--- config.mk ---
export PLATFORM = sky130hd
export DESIGN_NAME = psr_shift_reg
export DESIGN_NICKNAME = d
export VERILOG_FILES = /design/src/rtl/psr_pkg.sv /design/src/rtl/psr_ctrl.sv /design/src/rtl/psr_stage.sv /design/src/rtl/psr_inh_mon.sv /design/src/rtl/psr_shift_reg.sv
export SDC_FILE = /design/constraint.sdc
export NUM_CORES = 1
export LEC_CHECK = 0
export ABC_AREA = 1
export BUFFER_PORTS_ARGS = -buffer_cell sky130_fd_sc_hd__buf_2
export CAP_MARGIN = 5
export CORE_AREA = 2 2 39 41
export CTS_BUF_LIST = sky130_fd_sc_hd__clkbuf_4
export DETAILED_ROUTE_END_ITERATION = 10
export DIE_AREA = 0 0 41 43
export PLACE_DENSITY = 0.77
export SETUP_SLACK_MARGIN = 0.4
export SLEW_MARGIN = 20
export SYNTH_ARGS = -nofsm -noshare
export SYNTH_HDL_FRONTEND = slang
export SYNTH_SLANG_ARGS = --single-unit
export TNS_END_PERCENT = 5
--- constraint.sdc ---
create_clock -name clk -period 0.85 [get_ports clk]
set_input_delay 0.1275 -clock clk [delete_from_list [all_inputs] [get_ports clk]]
set_output_delay 0.1275 -clock clk [all_outputs]
set_load 0.1 [all_outputs]
--- src/rtl/psr_pkg.sv ---
// Package: shared operation encoding for the shift register.
package psr_pkg;
    // Operation chosen for the next rising edge
    typedef enum logic [1:0] {
        OP_HOLD  = 2'd0,
        OP_SHIFT = 2'd1,
        OP_LOAD  = 2'd2
    } psr_op_e;
endpackage

--- src/rtl/psr_ctrl.sv ---
// psr_ctrl: decodes the inhibit and mode inputs into one operation.
// Assumes: inhibit takes priority over the mode select; purely combinational.
module psr_ctrl
    import psr_pkg::*;
(
    input  logic    clk_inhibit,
    input  logic    shift_nload,
    output psr_op_e op
);
    // Pick hold, shift or load for the coming edge
    always_comb begin
        if (clk_inhibit)
            op = OP_HOLD;
        else if (shift_nload)
            op = OP_SHIFT;
        else
            op = OP_LOAD;
    end
endmodule

--- src/rtl/psr_stage.sv ---
// psr_stage: one register stage with asynchronous active-low clear.
// Assumes: prev_bit is the previous stage (or serial input), load_bit the parallel bit.
module psr_stage
    import psr_pkg::*;
(
    input  logic    clk,
    input  logic    clr_n,
    input  psr_op_e op,
    input  logic    prev_bit,
    input  logic    load_bit,
    output logic    q
);
    logic d;

    // Next-value selection for this stage
    always_comb begin
        unique case (op)
            OP_SHIFT: d = prev_bit;
            OP_LOAD:  d = load_bit;
            default:  d = q;
        endcase
    end

    // Storage flop, cleared asynchronously
    always_ff @(posedge clk or negedge clr_n) begin
        if (!clr_n)
            q <= 1'b0;
        else
            q <= d;
    end
endmodule

--- src/rtl/psr_inh_mon.sv ---
// psr_inh_mon: flags an inhibit rise that happened during the clock low phase.
// Assumes: the inhibit level is sampled at each falling edge; a 1 at a rising
// edge after a 0 at the preceding falling edge means it rose while clk was low.
module psr_inh_mon (
    input  logic clk,
    input  logic clr_n,
    input  logic clk_inhibit,
    output logic violation
);
    logic inh_at_fall;

    // Capture inhibit level at the start of the low phase (reset to 1: no false flag)
    always_ff @(negedge clk or negedge clr_n) begin
        if (!clr_n)
            inh_at_fall <= 1'b1;
        else
            inh_at_fall <= clk_inhibit;
    end

    // Sticky violation flag, cleared only by the asynchronous clear
    always_ff @(posedge clk or negedge clr_n) begin
        if (!clr_n)
            violation <= 1'b0;
        else if (clk_inhibit && !inh_at_fall)
            violation <= 1'b1;
    end
endmodule

--- src/rtl/psr_shift_reg.sv ---
// psr_shift_reg: N-stage shift register with parallel load, serial output,
// synchronous clock-enable inhibit and an inhibit-timing monitor.
// Assumes: a single clock domain; clr_n is asynchronous and overrides all inputs.
module psr_shift_reg #(
    parameter int N = 8
) (
    input  logic         clk,
    input  logic         clr_n,
    input  logic         ser_in,
    input  logic [N-1:0] par_in,
    input  logic         shift_nload,
    input  logic         clk_inhibit,
    output logic         ser_out,
    output logic         inh_violation,
    output logic [N-1:0] dbg_stages
);
    import psr_pkg::*;

    localparam int LAST = N - 1;

    psr_op_e      op;
    logic [N-1:0] stage_q;

    psr_ctrl u_ctrl (
        .clk_inhibit (clk_inhibit),
        .shift_nload (shift_nload),
        .op          (op)
    );

    // Chain of stages: stage 0 takes ser_in, stage i takes stage i-1
    for (genvar i = 0; i < N; i++) begin : g_stage
        if (i == 0) begin : g_first
            psr_stage u_stage (
                .clk      (clk),
                .clr_n    (clr_n),
                .op       (op),
                .prev_bit (ser_in),
                .load_bit (par_in[i]),
                .q        (stage_q[i])
            );
        end else begin : g_next
            psr_stage u_stage (
                .clk      (clk),
                .clr_n    (clr_n),
                .op       (op),
                .prev_bit (stage_q[i-1]),
                .load_bit (par_in[i]),
                .q        (stage_q[i])
            );
        end
    end

    psr_inh_mon u_mon (
        .clk         (clk),
        .clr_n       (clr_n),
        .clk_inhibit (clk_inhibit),
        .violation   (inh_violation)
    );

    // Output wiring: only the last stage is the functional output
    always_comb begin
        ser_out    = stage_q[LAST];
        dbg_stages = stage_q;
    end
endmodule

Word-level counts from Yosys, hierarchy flattened

Cells that the tools add are included.

Bits of input ports: 13
Register bits after elaboration: 10

Muxes and demuxes: 10
Eq/ne operators: 2
Reductions and logical operators: 3

Operator list:

| cell               | number |
|---|---|
| $pmux 1 s2         | 8 |
| $mux 2             | 2 |
| $eq 2x1->1 const B | 1 |
| $eq 2x2->1 const B | 1 |
| $reduce_bool 2->1  | 1 |
| $logic_and 1x1->1  | 1 |
| $logic_not 1->1    | 1 |

Logic depth before layout (Yosys ltp)

Word-level depth: 4
Gate-level depth with buffers: 5
Mapped depth without buffers: 4

Modules after synthesis

A second synthesis with hierarchy kept.

Cell total of the unflattened synthesis: 107
Area total of the unflattened synthesis: 701.9 um^2

Modules (own cells, without submodules):

| module        | times used | area an instance (um^2) | cells each |
|---|---|---|---|
| psr_stage     | 8          | 76.3                    | 12 |
| psr_inh_mon   | 1          | 70.1                    | 7 |
| psr_ctrl      | 1          | 13.8                    | 3 |
| psr_shift_reg | 1          | 7.5                     | 1 |

==> results by group <==
Floorplan
  – Die Y: 43 um
  – Core area: between 0.001 and 0.0015 mm^2
  – Starting Density: 42.31%
  – Row count: 14
  – Die area: 0.001763 mm^2
  – Die X: 41 um
  – # IOs: 23

Logic synthesis
  – Post-synth cell types: 10
  – Synthesized Nets: just over 90
  – Count leader, synth: nand2_1
  – Mapped Area: between 500 and 600 um^2
  – Yosys top cell by area: dfrtp_1
  – Syn_area_per_cell: around 7.3 um^2
  – Synth top area share: 38.46%
  – Largest cells by area after synthesis: dfrtp_1 (38%), nand2_1 (21%), buf_4 (12%)
  – Synth cell count leaders: nand2_1 (32), inv_1 (17), buf_4 (9), dfrtp_1 (9), nand3_1 (8)
  – Yosys reg bits: 10
  – Synthesis Warnings: 0
  – Seq/Total Area, Yosys: a little over two fifths
  – Ys flop type: dfrtp_1
  – Post-synth ARST share: 100.0%
  – Post-synth EDFFs: 0
  – Cells after Synth: 80

Setup path
  – Top delay family on crit path: flip-flops
  – Worst Path Required: between 1 and 1.5 ns
  – Critical path launch point type: flop
  – Arrival @ worst endpoint: ~1.3 ns
  – CP Capture Type: flop
  – Critical path's largest stage delay: 0.51 ns
  – Critical Path Fanout Max: 1
  – WS Path Type: reg -> reg
  – Critical-path top delay cell: dfstp_2
  – Cell breakdown of the critical path: o21bai_2
  – WP buf/inv: 0

GRT
  – Vias in the first global route: 487
  – Gr usage total: 15.75%
  – Largest net degree at the start of global routing: 10
  – Overflow after GRT: 0
  – Initial antenna violation count: 0
  – First-pass GRT wire length: between 1.5 and 2 mm

Run
  – Max-cap violations: 0

Power and ir drop
  – Pwr Density: 2083 mW/mm^2
  – Leak Pwr: between 0.4 and 0.5 nW
  – Peak supply drop: between 0.0009 and 0.001 V

Placement
  – Post-DP Area: 807.0 um^2
  – Routability cong.: 0.7402
  – Place WS: -0.2584 ns
  – DP HPWL: 849.5 um
  – PortBufs: 22

Routing
  – Antenna Nets Post-Route: 0
  – Drt pass-1 iters: 5
  – DR iter-0 viols: 8
  – Vias/cell: 4.553
  – Total Wirelength: 1.126 mm
  – Residual DRC: 0
  – Avg WL per Cell: around 10 um
  – Via count: around 520

Cells and area
  – N_diodes: 0
  – Syn-to-layout area delta: 42.31%
  – Finished Cell Area: around 830 um^2
  – NumNets Final: 112
  – Layout cells sized above 1: 34.69%
  – Layout fillers: 118

Timing
  – Final Max Slew Viols: 0
  – Worst slew pin tran: 0.2157 ns
  – Final setup violation count: 11
  – Hold slack: -0.2104 ns
  – Unrepaired setup endpoints after global routing: yes
  – Final setup margin: -0.3032 ns
  – Count of final hold-check violations: 9
  – Slew Limit Headroom: 85.62%
  – Skew final: around 0.054 ns

Run status
  – Outcome: finished, violations left
  – Failing checks: hold timing, setup timing

CTS
  – CTS resizes: 0
  – CTS sink cnt: 10
  – CTS Buf Count: 3
  – Max Buffers Root-to-Sink: 2
  – TritonCTS clock tree: done
  – Clock Pin Slew Worst Setup and Hold Paths: 0.07 ns
  – Clk root buf: clkbuf_4
  – Worst skew pair latency: 0.33 ns
  – H-Tree Depth: 1

Worst hold path
  – Hold WC Path Type: in -> async
worst paths after layout:
path | from | to | slack (ns) | cells past startpoint
worst max-delay path | u_mon.inh_at_fall$_DFF_NN1_ | u_mon.violation$_DFFE_PN0P_ | -0.30 | 1
worst min-delay path | clr_n | g_stage[6].g_next.u_stage.q$_DFFE_PN0P_ | -0.21 | 2
worst max register to register | u_mon.inh_at_fall$_DFF_NN1_ | u_mon.violation$_DFFE_PN0P_ | -0.30 | 1
worst min register to register | u_mon.violation$_DFFE_PN0P_ | u_mon.violation$_DFFE_PN0P_ | 0.52 | 1
max in group asynchronous | clr_n | u_mon.inh_at_fall$_DFF_NN1_ | 0.65 | 1
min in group clk | par_in[6] | g_stage[6].g_next.u_stage.q$_DFFE_PN0P_ | 0.15 | 5
flip-flops by register name, summed over array words and instances, names as in the netlist:
name,flops
u_mon.violation,1
g_stage.g_first.u_stage.q,1
g_stage.g_next.u_stage.q,7
u_mon.inh_at_fall,1
layout by cell type (no fill, tap or decap):
| cell type | count |
|---|---|
| nand2_1 | 32 |
| inv_1 | 17 |
| buf_2 | 12 |
| buf_12 | 10 |
| nand3_1 | 8 |
| dfrtp_1 | 7 |
| clkbuf_4 | 3 |
| buf_4 | 2 |
| inv_6 | 1 |
| inv_8 | 1 |
| o21bai_2 | 1 |
| inv_2 | 1 |
| dfrtp_4 | 1 |
| dfstp_2 | 1 |
| dfrtp_2 | 1 |
layer usage:
layer	vias to the layer above	global-route usage (%)	wire [um]
met5	-	0	0
met4	0	10.00	18
met3	4	3.141	52
met2	16	25.00	575
met1	237	18.06	479
li1	262	-	-
power breakdown:
part	switching (mW)	total (mW)	leakage [nW]	internal, mW
sequential	0.0654	0.595	0.114	0.530
combinational	0.505	0.771	0.346	0.266
clock	0.192	0.370	0.0234	0.178
area by class of cell:
type                            instances  area (um^2)  area share, %
Clock buffer                            3        22.52          2.703
Clock inverter                          2        7.507         0.9009
Inverter                               18        80.08          9.610
Multi-Input combinational cell         41        171.4          20.57
Sequential cell                        10        256.5          30.78
Tap cell                               16        20.02          2.402
Timing Repair Buffer                   24        275.3          33.03
timing repair:
action,CTS,global route
hold endpoints to repair,9,9
pin swaps,16,11
endpoints found under the setup margin,19,19
setup buffers,0,0
through the flow:
| step | util [%] | std cells | setup TNS (ns) | total power, mW |
|---|---|---|---|---|
| 3_3_place_gp | 58.32 | 110 | -0.2480 | 1.384 |
| 2_1_floorplan | - | 80 | -0.4951 | 1.155 |
| 5_1_grt | 60.22 | 114 | -2.349 | 1.816 |
| 3_5_place_dp | 58.32 | 110 | -0.2584 | 1.393 |
| 6_report | 60.22 | 114 | -2.060 | 1.736 |
| 4_1_cts | 60.22 | 114 | -2.103 | 1.748 |
cells by family after synthesis:
kind of cell           Yosys count  share of synthesized area (%)
DFF                             10                          42.95
and+or+nand+nor                 40                          27.35
AOI/OAI and AO/OA                1                          1.923
buffers and inverters           29                          27.78
(Power assumes the default switching activity.)
